<file path="src/rtl/split_tlb_pkg.sv">
package split_tlb_pkg;
   localparam int NUM_CLASSES = 3;

   typedef enum logic [1:0] {
      CLS_FETCH = 2'd0,
      CLS_LOAD  = 2'd1,
      CLS_STORE = 2'd2,
      CLS_RSVD  = 2'd3
   } acc_class_e;

   function automatic logic class_is_real(input logic [1:0] c);
      return c != CLS_RSVD;
   endfunction
endpackage

</file>
<file path="src/rtl/split_tlb_tag_bank.sv">
module split_tlb_tag_bank #(
   parameter int VPN_W = 20,
   parameter int ENTRIES = 16,
   localparam int IDX_W = $clog2(ENTRIES),
   localparam int TAG_W = VPN_W + 1
) (
   input  logic             clk,
   input  logic             rst_n,
   input  logic             flush,
   input  logic             fill_go,
   input  logic             fill_own,
   input  logic             fill_mark,
   input  logic [IDX_W-1:0] fill_idx,
   input  logic [VPN_W-1:0] fill_vpn,
   input  logic [IDX_W-1:0] rd_idx,
   output logic [TAG_W-1:0] rd_tag
);
   logic [TAG_W-1:0] tag_q [ENTRIES];
   logic             same_page;

   assign same_page = tag_q[fill_idx][VPN_W-1:0] == fill_vpn;
   assign rd_tag    = tag_q[rd_idx];

   always_ff @(posedge clk or negedge rst_n) begin
      if (!rst_n) begin
         for (int i = 0; i < ENTRIES; i++) tag_q[i] <= '1;
      end else if (flush) begin
         for (int i = 0; i < ENTRIES; i++) tag_q[i] <= '1;
      end else if (fill_go) begin
         if (fill_own)
            tag_q[fill_idx] <= {fill_mark, fill_vpn};
         else if (!same_page)
            tag_q[fill_idx] <= '1;
      end
   end
endmodule

</file>
<file path="src/rtl/split_tlb_data_bank.sv">
module split_tlb_data_bank #(
   parameter int DATA_W = 32,
   parameter int ENTRIES = 16,
   localparam int IDX_W = $clog2(ENTRIES)
) (
   input  logic              clk,
   input  logic              rst_n,
   input  logic              wr_en,
   input  logic [IDX_W-1:0]  wr_idx,
   input  logic [DATA_W-1:0] wr_word,
   input  logic [IDX_W-1:0]  rd_idx,
   output logic [DATA_W-1:0] rd_word
);
   logic [DATA_W-1:0] word_q [ENTRIES];

   assign rd_word = word_q[rd_idx];

   always_ff @(posedge clk or negedge rst_n) begin
      if (!rst_n) begin
         for (int i = 0; i < ENTRIES; i++) word_q[i] <= '0;
      end else if (wr_en) begin
         word_q[wr_idx] <= wr_word;
      end
   end
endmodule

</file>
<file path="src/rtl/split_tlb.sv">
module split_tlb
   import split_tlb_pkg::*;
#(
   parameter int VA_W = 32,
   parameter int PG_SHIFT = 12,
   parameter int ENTRIES = 16,
   parameter int DATA_W = 32,
   localparam int VPN_W = VA_W - PG_SHIFT,
   localparam int IDX_W = $clog2(ENTRIES),
   localparam int TAG_W = VPN_W + 1
) (
   input  logic              clk,
   input  logic              rst_n,
   input  logic              flush,
   input  logic [2:0]        trig_en,
   input  logic              lk_valid,
   input  logic [1:0]        lk_type,
   input  logic [VA_W-1:0]   lk_vaddr,
   input  logic              rf_valid,
   input  logic [1:0]        rf_type,
   input  logic [VA_W-1:0]   rf_vaddr,
   input  logic [DATA_W-1:0] rf_data,
   output logic              rsp_valid,
   output logic              rsp_hit,
   output logic [DATA_W-1:0] rsp_data
);
   if (ENTRIES < 2 || (1 << IDX_W) != ENTRIES) begin : g_bad_entries
      $error("split_tlb: ENTRIES must be a power of two of at least 2");
   end
   if (PG_SHIFT < 1 || VPN_W < IDX_W) begin : g_bad_split
      $error("split_tlb: page number narrower than the slot index");
   end

   logic [VPN_W-1:0]  lk_vpn, rf_vpn;
   logic [IDX_W-1:0]  lk_idx, rf_idx;
   logic              fill_go;
   logic [TAG_W-1:0]  bank_tag [NUM_CLASSES];
   logic [NUM_CLASSES-1:0] bank_match;
   logic [DATA_W-1:0] slot_word;
   logic              hit_d;
   logic              unused_offsets;

   assign lk_vpn  = lk_vaddr[VA_W-1:PG_SHIFT];
   assign rf_vpn  = rf_vaddr[VA_W-1:PG_SHIFT];
   assign lk_idx  = lk_vpn[IDX_W-1:0];
   assign rf_idx  = rf_vpn[IDX_W-1:0];
   assign fill_go = rf_valid && class_is_real(rf_type);
   assign unused_offsets = ^{lk_vaddr[PG_SHIFT-1:0], rf_vaddr[PG_SHIFT-1:0]};

   for (genvar g = 0; g < NUM_CLASSES; g++) begin : g_bank
      split_tlb_tag_bank #(
         .VPN_W  (VPN_W),
         .ENTRIES(ENTRIES)
      ) tag_i (
         .clk      (clk),
         .rst_n    (rst_n),
         .flush    (flush),
         .fill_go  (fill_go),
         .fill_own (rf_type == 2'(g)),
         .fill_mark(trig_en[g]),
         .fill_idx (rf_idx),
         .fill_vpn (rf_vpn),
         .rd_idx   (lk_idx),
         .rd_tag   (bank_tag[g])
      );
      assign bank_match[g] = (lk_type == 2'(g)) && (bank_tag[g] == {1'b0, lk_vpn});
   end

   split_tlb_data_bank #(
      .DATA_W (DATA_W),
      .ENTRIES(ENTRIES)
   ) data_i (
      .clk    (clk),
      .rst_n  (rst_n),
      .wr_en  (fill_go && !flush),
      .wr_idx (rf_idx),
      .wr_word(rf_data),
      .rd_idx (lk_idx),
      .rd_word(slot_word)
   );

   assign hit_d = lk_valid && (|bank_match);

   always_ff @(posedge clk or negedge rst_n) begin
      if (!rst_n) begin
         rsp_valid <= 1'b0;
         rsp_hit   <= 1'b0;
         rsp_data  <= '0;
      end else begin
         rsp_valid <= lk_valid;
         rsp_hit   <= hit_d;
         rsp_data  <= hit_d ? slot_word : '0;
      end
   end
endmodule

</file>
<file path="config.mk">
export PLATFORM = sky130hd
export DESIGN_NAME = split_tlb
export DESIGN_NICKNAME = d
export VERILOG_FILES = /design/src/rtl/split_tlb_pkg.sv /design/src/rtl/split_tlb_tag_bank.sv /design/src/rtl/split_tlb_data_bank.sv /design/src/rtl/split_tlb.sv
export SDC_FILE = /design/constraint.sdc
export NUM_CORES = 2
export LEC_CHECK = 0
export CORE_ASPECT_RATIO = 1.25
export CORE_MARGIN = 2
export CORE_UTILIZATION = 45
export DETAILED_ROUTE_END_ITERATION = 10
export DONT_BUFFER_PORTS = 1
export RECOVER_POWER = 50
export SKIP_LAST_GASP = 1
export SYNTH_ARGS = -nofsm -noshare
export SYNTH_HDL_FRONTEND = slang
export SYNTH_SLANG_ARGS = --single-unit
</file>
<file path="constraint.sdc">
create_clock -name clk -period 5.6 [get_ports clk]
set_clock_uncertainty 0.2 [all_clocks]
set_input_delay 1.12 -clock clk [delete_from_list [all_inputs] [get_ports clk]]
set_output_delay 1.12 -clock clk [all_outputs]
set_load 0.02 [all_outputs]
</file>
Word level (Yosys, flattened, before mapping)

Cells that the tools add are included.

$lt $le $gt $ge: 3
Equal/unequal tests: 14
Mux-type cells: 42
Bitwise logic cells: 5
Reductions and logical operators: 15

Operator list:

| cell                                                                    | count |
|---|---|
| 336-bit two-way mux                                                     | 12 |
| 336-bit bitwise mux                                                     | 3 |
| 336-bit OR                                                              | 3 |
| 512-bit bitwise mux                                                     | 1 |
| 21-bit binary-select mux with 4-bit select                              | 6 |
| 21-bit two-way mux                                                      | 7 |
| 32-bit binary-select mux with 4-bit select                              | 1 |
| 32-bit demux with 4-bit select                                          | 1 |
| 32-bit two-way mux                                                      | 4 |
| 20-bit two-way mux                                                      | 6 |
| 21-bit demux with 4-bit select                                          | 1 |
| 21-bit by 20-bit == test with 1-bit output                              | 3 |
| 20-bit == test                                                          | 3 |
| 5-bit greater-or-equal comparator, second input constant                | 2 |
| 4-bit NOT with 5-bit output                                             | 2 |
| 3-bit by 2-bit inequality test with 1-bit output, second input constant | 3 |
| 1-bit logical AND                                                       | 7 |
| 2-bit AND reduction                                                     | 3 |
| 5-bit by 1-bit < comparator with 1-bit output, second input constant    | 1 |
| 2-bit by 1-bit == test with 1-bit output, second input constant         | 2 |
| 2-bit == test, second input constant                                    | 2 |
| 2-bit zero test                                                         | 2 |
| 3-bit OR reduction                                                      | 1 |
| 2-bit inequality test, second input constant                            | 1 |
| other kinds (2)                                                         | 2 |

Register bits: 1554
Output and inout bits: 34
Logic and storage cells: 146

Depth between registers and ports, before layout

Depth in word-level cells: 10
Depth in mapped cells: 17

Cells and area by module

From an unflattened synthesis, not the netlist that was laid out.

Cell total of the unflattened synthesis: 5504
Area, all modules: 79605.1 µm²

By module, submodules not included:

| module              | instances | cells each | area each (µm²) | sequential area each (µm²) |
|---|---|---|---|---|
| split_tlb_tag_bank  | 3         | 1312       | 18280.0         | 8828.5 |
| split_tlb_data_bank | 1         | 1404       | 22773.1         | 12812.3 |
| split_tlb           | 1         | 164        | 1991.9          | 850.8 |

Worst setup path after synthesis

Ideal clock, no wire load.

Kind: input -> register
Start point: input port lk_vaddr[12]
End point: register rsp_data[22]
Setup time: 135 ps
Arrival time: 4156 ps
Setup slack: 1108 ps
Cell stages on the path: 12
Buffers on the path: 9
Cell sequence: buf_2 buf_4 buf_4 buf_4 buf_2 buf_2 buf_2 buf_4 buf_2 mux4_2 mux4_2 a21boi_0

Longest elaborated chain between the ends: 9

Ends and longest elaborated chain:

| what                                                  | line                                                | text |
|---|---|---|
| start, declared                                       | split_tlb.sv:18                                     | `input logic [VA_W-1:0] lk_vaddr,` |
| 4-bit NOT with 5-bit output (not written as such)     | split_tlb_tag_bank.sv:22, split_tlb_data_bank.sv:16 |  |
| 21-bit binary-select mux with 4-bit select            | split_tlb_tag_bank.sv:22                            | `assign rd_tag = tag_q[rd_idx];` |
| 21-bit two-way mux (not written as such) (2 in a row) | split_tlb_tag_bank.sv:22                            |  |
| 21-bit by 20-bit == test with 1-bit output            | split_tlb.sv:66                                     | `assign bank_match[g] = (lk_type == 2'(g)) && (bank_tag[g] == {1'b0, lk_vpn});` |
| 1-bit logical AND                                     | split_tlb.sv:66                                     |  |
| 3-bit OR reduction                                    | split_tlb.sv:82                                     | `assign hit_d = lk_valid && (\|bank_match);` |
| 1-bit logical AND                                     | split_tlb.sv:82                                     |  |
| 32-bit two-way mux (*)                                | split_tlb.sv:92                                     | `rsp_data <= hit_d ? slot_word : '0;` |
| end signal, assigned                                  | split_tlb.sv:92                                     |  |
| end, declared                                         | split_tlb.sv:25                                     | `output logic [DATA_W-1:0] rsp_data` |

Every way passes the cells marked *; elsewhere a longest branch is shown, timed or not. The select of a mux whose other input is x is not followed.
A chain may end at the register's enable or synchronous reset.

Worst setup path after layout

Start point: input port rf_vaddr[13]
End point: register g_bank[0].tag_i.tag_q[301] (netlist name)

Longest elaborated chain between the ends: 10

Ends and longest elaborated chain:

| what                                                                                                                            | line                                                                         | text |
|---|---|---|
| start, declared                                                                                                                 | split_tlb.sv:21                                                              | `input logic [VA_W-1:0] rf_vaddr,` |
| 4-bit NOT with 5-bit output (not written as such)                                                                               | split_tlb_tag_bank.sv:21, split_tlb_tag_bank.sv:31, split_tlb_tag_bank.sv:33 |  |
| 5-bit greater-or-equal comparator (not written as such) / 5-bit by 1-bit < comparator with 1-bit output (equally long branches) | split_tlb_tag_bank.sv:31, split_tlb_tag_bank.sv:33                           |  |
| 1-bit logical AND (not written as such)                                                                                         | split_tlb_tag_bank.sv:31, split_tlb_tag_bank.sv:33                           |  |
| 21-bit two-way mux (not written as such)                                                                                        | split_tlb_tag_bank.sv:31, split_tlb_tag_bank.sv:33                           |  |
| 21-bit demux with 4-bit select                                                                                                  | split_tlb_tag_bank.sv:31, split_tlb_tag_bank.sv:33                           |  |
| 336-bit OR (no source line)                                                                                                     | -                                                                            |  |
| 336-bit two-way mux                                                                                                             | split_tlb_tag_bank.sv:32                                                     | `else if (!same_page)` |
| 336-bit two-way mux                                                                                                             | split_tlb_tag_bank.sv:30                                                     | `if (fill_own)` |
| 336-bit two-way mux                                                                                                             | split_tlb_tag_bank.sv:29                                                     | `end else if (fill_go) begin` |
| 336-bit two-way mux                                                                                                             | split_tlb_tag_bank.sv:27                                                     | `end else if (flush) begin` |
| end signal, assigned by index                                                                                                   | split_tlb_tag_bank.sv:31                                                     | `tag_q[fill_idx] <= {fill_mark, fill_vpn};` |
| end, declared                                                                                                                   | split_tlb_tag_bank.sv:18                                                     | `logic [TAG_W-1:0] tag_q [ENTRIES];` |

Parallel ways exist; a longest one is shown, timed or not. The select of a mux whose other input is x is not followed.

==> results_tabular.tex <==
\begin{tabular}{lr}
\hline
Metric & Value \\
\hline
\multicolumn{2}{l}{\textbf{Place}} \\
\quad Placed cell count & approximately 7500 \\
\quad Final GP Congestion & 0.912 \\
\quad Total of buffers placed on input and output ports & 0 \\
\quad DPL Wire Length & about 160 mm \\
\quad Worst slack at placement & 456 ps \\
\quad Area post-placement & 81400 sq um \\
\multicolumn{2}{l}{\textbf{Critical path}} \\
\quad Critical-path top delay cell & sky130\_fd\_sc\_hd\_\_and2b\_1 \\
\quad Crit start category & input port \\
\quad Ordered cell list for the critical path & and2b\_1 > clkbuf\_1 > nand2\_1 > clkbuf\_1 > nor2\_1 > nor2\_1 > a21oi\_4 > o32a\_1 \\
\quad Crit Path Max Fanout & 261 \\
\quad Worst EP arrival & 6010 ps \\
\quad Worst R2R Path Depth & 10 \\
\quad Critical Path Max Stage Delay & between 900 and 1000 ps \\
\quad Data required time of the worst path & 6150 ps \\
\quad Class of the most critical setup path & in -> reg \\
\quad Minimum setup slack among reg-to-reg paths & 1340 ps \\
\quad Nature of the critical path endpoint & flop \\
\multicolumn{2}{l}{\textbf{Detailed routing}} \\
\quad Remaining number of nets flagged by the antenna check after routing & 0 \\
\quad Final wirelength & 279 mm \\
\quad Count of unresolved DRC violations after routing & 0 \\
\quad WL per Instance & 35.9 um \\
\quad Router iterations before antenna repair & 8 \\
\quad Number of vias in the routed layout & 53700 \\
\quad Routed via count divided by cell count & 6.91 \\
\quad Iter 0 DRT Violations & 5414 \\
\multicolumn{2}{l}{\textbf{Timing}} \\
\quad Setup slack after layout & 139 ps \\
\quad Final Hold Violating Endpoints & 0 \\
\quad Unrepaired setup endpoints after global routing & no \\
\quad Relative slew slack & -113\% \\
\quad Setup total negative slack & 0 ps \\
\quad Transition time at the pin with the least slew margin & $\sim$3200 ps \\
\quad Final critical-path required period & 5460 ps \\
\quad Number of pins with negative max-slew slack in the final report & 938 \\
\quad Fin crit share & 97.5\% \\
\quad Max Freq & 183 MHz \\
\quad \# setup viols final & 0 \\
\multicolumn{2}{l}{\textbf{Synth}} \\
\quad Synth area leaders & sky130\_fd\_sc\_hd\_\_dfstp\_2, sky130\_fd\_sc\_hd\_\_dfrtp\_1, sky130\_fd\_sc\_hd\_\_mux4\_2 \\
\quad Netlist Area Pre-Place & 78700 sq um \\
\quad Synth Warn \# & 0 \\
\quad Cells after synthesis & approximately 5500 \\
\quad Synthesis-stage register bit count & 1554 \\
\quad Number of flops mapped to enable cells by yosys & 0 \\
\quad Yosys top cell area share & 33.6\% \\
\quad Total nets after synthesis & approximately 5600 \\
\quad Post-Synthesis Mean Instance Area & 14.3 sq um \\
\quad Dominant synthesized flop cell & sky130\_fd\_sc\_hd\_\_dfstp\_2 \\
\quad Share of flip-flops with an asynchronous set or reset after synthesis & 100\% \\
\quad Post-synthesis cell type count & 84 \\
\quad Part of the Yosys area used for sequential elements & 51.0\% \\
\quad Area leader, netlist & sky130\_fd\_sc\_hd\_\_dfstp\_2 \\
\multicolumn{2}{l}{\textbf{Global route}} \\
\quad Initial antenna violation count & 10 \\
\quad Largest net degree at the start of global routing & 348 \\
\quad Wire length of the first global-routing pass & 405 mm \\
\quad Number of global-route vias before repair & 56000 \\
\quad Overflow after GRT & 0 \\
\quad Global router's overall resource usage & 31.4\% \\
\multicolumn{2}{l}{\textbf{Floorplan}} \\
\quad Area of the die & 178000 sq um \\
\quad Chip Width & between 300 and 400 um \\
\quad Starting density of the core & 45.3\% \\
\quad Count of standard-cell rows & 171 \\
\quad Core footprint & 174000 sq um \\
\quad Height of the chip & 472 um \\
\quad Boundary pin count & 142 \\
\multicolumn{2}{l}{\textbf{CTS}} \\
\quad Number of buffers added by the clock tree synthesis step & 167 \\
\quad Clock input transition at the sequential cells of the worst setup and hold paths & 60 ps \\
\quad H-tree lvl count & 4 \\
\quad Clock latency at the later pin of the worst-skew pair & 850 ps \\
\quad Buffer cell driving the clock tree root & sky130\_fd\_sc\_hd\_\_clkbuf\_16 \\
\quad Number of instances resized during post-cts repair & 0 \\
\quad CTS Sinks & 1554 \\
\quad Maximum root-to-sink buffer count & 3 \\
\quad Setup Fix Bufs, Post-CTS & 0 \\
\quad CTS tree & yes \\
\quad Number of buffers inserted for hold repair after clock tree synthesis & 1 \\
\multicolumn{2}{l}{\textbf{Run}} \\
\quad Maxcap violations & 9 \\
\multicolumn{2}{l}{\textbf{Power and ir drop}} \\
\quad Part of the total power dissipated in sequential elements & 47.2\% \\
\quad Power per cell area & 300 nW/um\^{}2 \\
\quad Internal power & 19.7 mW \\
\quad Leakage power figure & $\sim$31 nW \\
\quad Combinational group share of total power & 9.6\% \\
\quad Maximum resistive drop on vdd & 274 uV \\
\quad Total net switching power & between 6 and 7 mW \\
\quad Switch share & between 20\% and 30\% \\
\quad Clock group share of total power & 43.2\% \\
\quad Total power after layout & 26.0 mW \\
\multicolumn{2}{l}{\textbf{Layout}} \\
\quad Area growth from synthesis to final layout & 10.3\% \\
\quad Fraction of layout instances using a drive strength above 1 & 49.6\% \\
\quad Area used by multi-input combinational logic & $\sim$36000 sq um \\
\quad Most frequent cells in the layout & sky130\_fd\_sc\_hd\_\_dfstp\_2, sky130\_fd\_sc\_hd\_\_mux2\_2, sky130\_fd\_sc\_hd\_\_dfrtp\_1, sky130\_fd\_sc\_hd\_\_mux4\_2, sky130\_fd\_sc\_hd\_\_a2bb2oi\_1 \\
\quad Final instance area & 86800 sq um \\
\quad Combined flip-flop and latch cell area & roughly 40000 sq um \\
\quad Fin cells & 7775 \\
\quad Number of nets in the finished design & 5412 \\
\quad Total of fill cells in the finished design & 15000 \\
\quad Most common cell after layout, fill and taps aside & sky130\_fd\_sc\_hd\_\_dfstp\_2 \\
\multicolumn{2}{l}{\textbf{Outcome}} \\
\quad Failing checks & capacitance limit, slew limit \\
\quad Result of the run & finished, violations left \\
\multicolumn{2}{l}{\textbf{Worst hold path}} \\
\quad Min-Delay Path Depth & 0 \\
\quad Worst hold path class & in -> reg \\
\hline
\end{tabular}
[logic make-up (layout without fill, tap and decap cells)]
group	count (synthesis)	in the layout	synth area share, %
AO/OA/AOI/OAI	1341	1341	14.2
XOR/XNOR	114	114	1.27
buffers and inverters	617	548	3.64
flip-flops	1554	1554	51.0
multiplexers	1287	1287	25.9
other	0	4	0
AND/OR/NAND/NOR	592	592	4.01
[routing by layer]
metal / GRT usage (%) / vias to the layer above / routed length (um)
met5: 0 / - / 253
met4: 18.7 / 14 / 19600
met3: 8.63 / 885 / 27200
met2: 47.9 / 2743 / 126000
met1: 39.8 / 28900 / 106000
li1: - / 21200 / -
[synthesized netlist by cell type (22+ instances only)]
cell / instances
sky130_fd_sc_hd__a21oi_1: 78
sky130_fd_sc_hd__a22oi_1: 22
sky130_fd_sc_hd__clkbuf_1: 320
sky130_fd_sc_hd__or2_2: 29
sky130_fd_sc_hd__a21oi_2: 36
sky130_fd_sc_hd__inv_1: 35
sky130_fd_sc_hd__buf_4: 45
sky130_fd_sc_hd__nand2_1: 90
sky130_fd_sc_hd__dfstp_2: 1008
sky130_fd_sc_hd__o22ai_1: 51
sky130_fd_sc_hd__o22a_1: 310
sky130_fd_sc_hd__nand3_1: 37
sky130_fd_sc_hd__nand2b_1: 37
sky130_fd_sc_hd__nor2b_1: 24
sky130_fd_sc_hd__mux2i_1: 188
sky130_fd_sc_hd__o21a_1: 39
sky130_fd_sc_hd__or3_1: 29
sky130_fd_sc_hd__buf_2: 166
sky130_fd_sc_hd__xor2_1: 22
sky130_fd_sc_hd__nor4_1: 22
sky130_fd_sc_hd__mux2_2: 555
sky130_fd_sc_hd__xnor2_1: 92
sky130_fd_sc_hd__o32a_1: 132
sky130_fd_sc_hd__mux4_2: 544
sky130_fd_sc_hd__a2bb2oi_1: 435
sky130_fd_sc_hd__nor2_1: 147
sky130_fd_sc_hd__o21ai_0: 50
sky130_fd_sc_hd__a21boi_0: 32
sky130_fd_sc_hd__buf_1: 23
sky130_fd_sc_hd__dfrtp_1: 546
sky130_fd_sc_hd__nor3_1: 48
sky130_fd_sc_hd__or2_1: 36
[flip-flops by register name, summed over array words and instances (netlist names)]
signal              flops
g_bank.tag_i.tag_q   1008
data_i.word_q         512
rsp_hit                 1
rsp_valid               1
rsp_data               32
[critical path, delay by kind of cell]
kind	cells	cell delay (ps)
compound gates	2	1180
buf+inv	2	1280
simple gates	4	2000
[path summary, 6_finish.rpt]
path                                              endpoint                       start
max in group asynchronous       g_bank[0].tag_i.tag_q[232]                       rst_n
worst max register to register   g_bank[2].tag_i.tag_q[20]  g_bank[2].tag_i.tag_q[174]
worst max-delay path            g_bank[0].tag_i.tag_q[301]                rf_vaddr[13]
worst min register to register  g_bank[0].tag_i.tag_q[149]  g_bank[0].tag_i.tag_q[149]
worst min-delay path                             rsp_valid                    lk_valid
min in group asynchronous       g_bank[2].tag_i.tag_q[315]                       rst_n
[power by group through the flow]
stage	combinational, mW	sequential, mW	clock, mW
floorplan	1.94	12.3	0
global placement	2.42	12.4	0
detailed placement	2.46	12.5	0
CTS	2.48	12.3	11.4
global route	2.62	12.4	11.9
finish	2.50	12.3	11.2
[area by class of cell]
class,instances,share of cell area [%]
Multi-Input combinational cell,3334,41.5
Clock inverter,56,0.771
Clock buffer,245,5.58
Antenna cell,4,0.0115
Sequential cell,1554,46.2
Inverter,41,0.180
Tap cell,2335,3.36
Timing Repair Buffer,206,2.34
[through the flow]
| step | util, % | hold WS, ps |
|---|---|---|
| 2_1_floorplan | - | 241 |
| 3_3_place_gp | 46.8 | 256 |
| 3_5_place_dp | 46.8 | 258 |
| 4_1_cts | 50.0 | 70.2 |
| 5_1_grt | 50.0 | 89.9 |
| 6_report | 50.0 | 122 |
(Power assumes the default switching activity.)
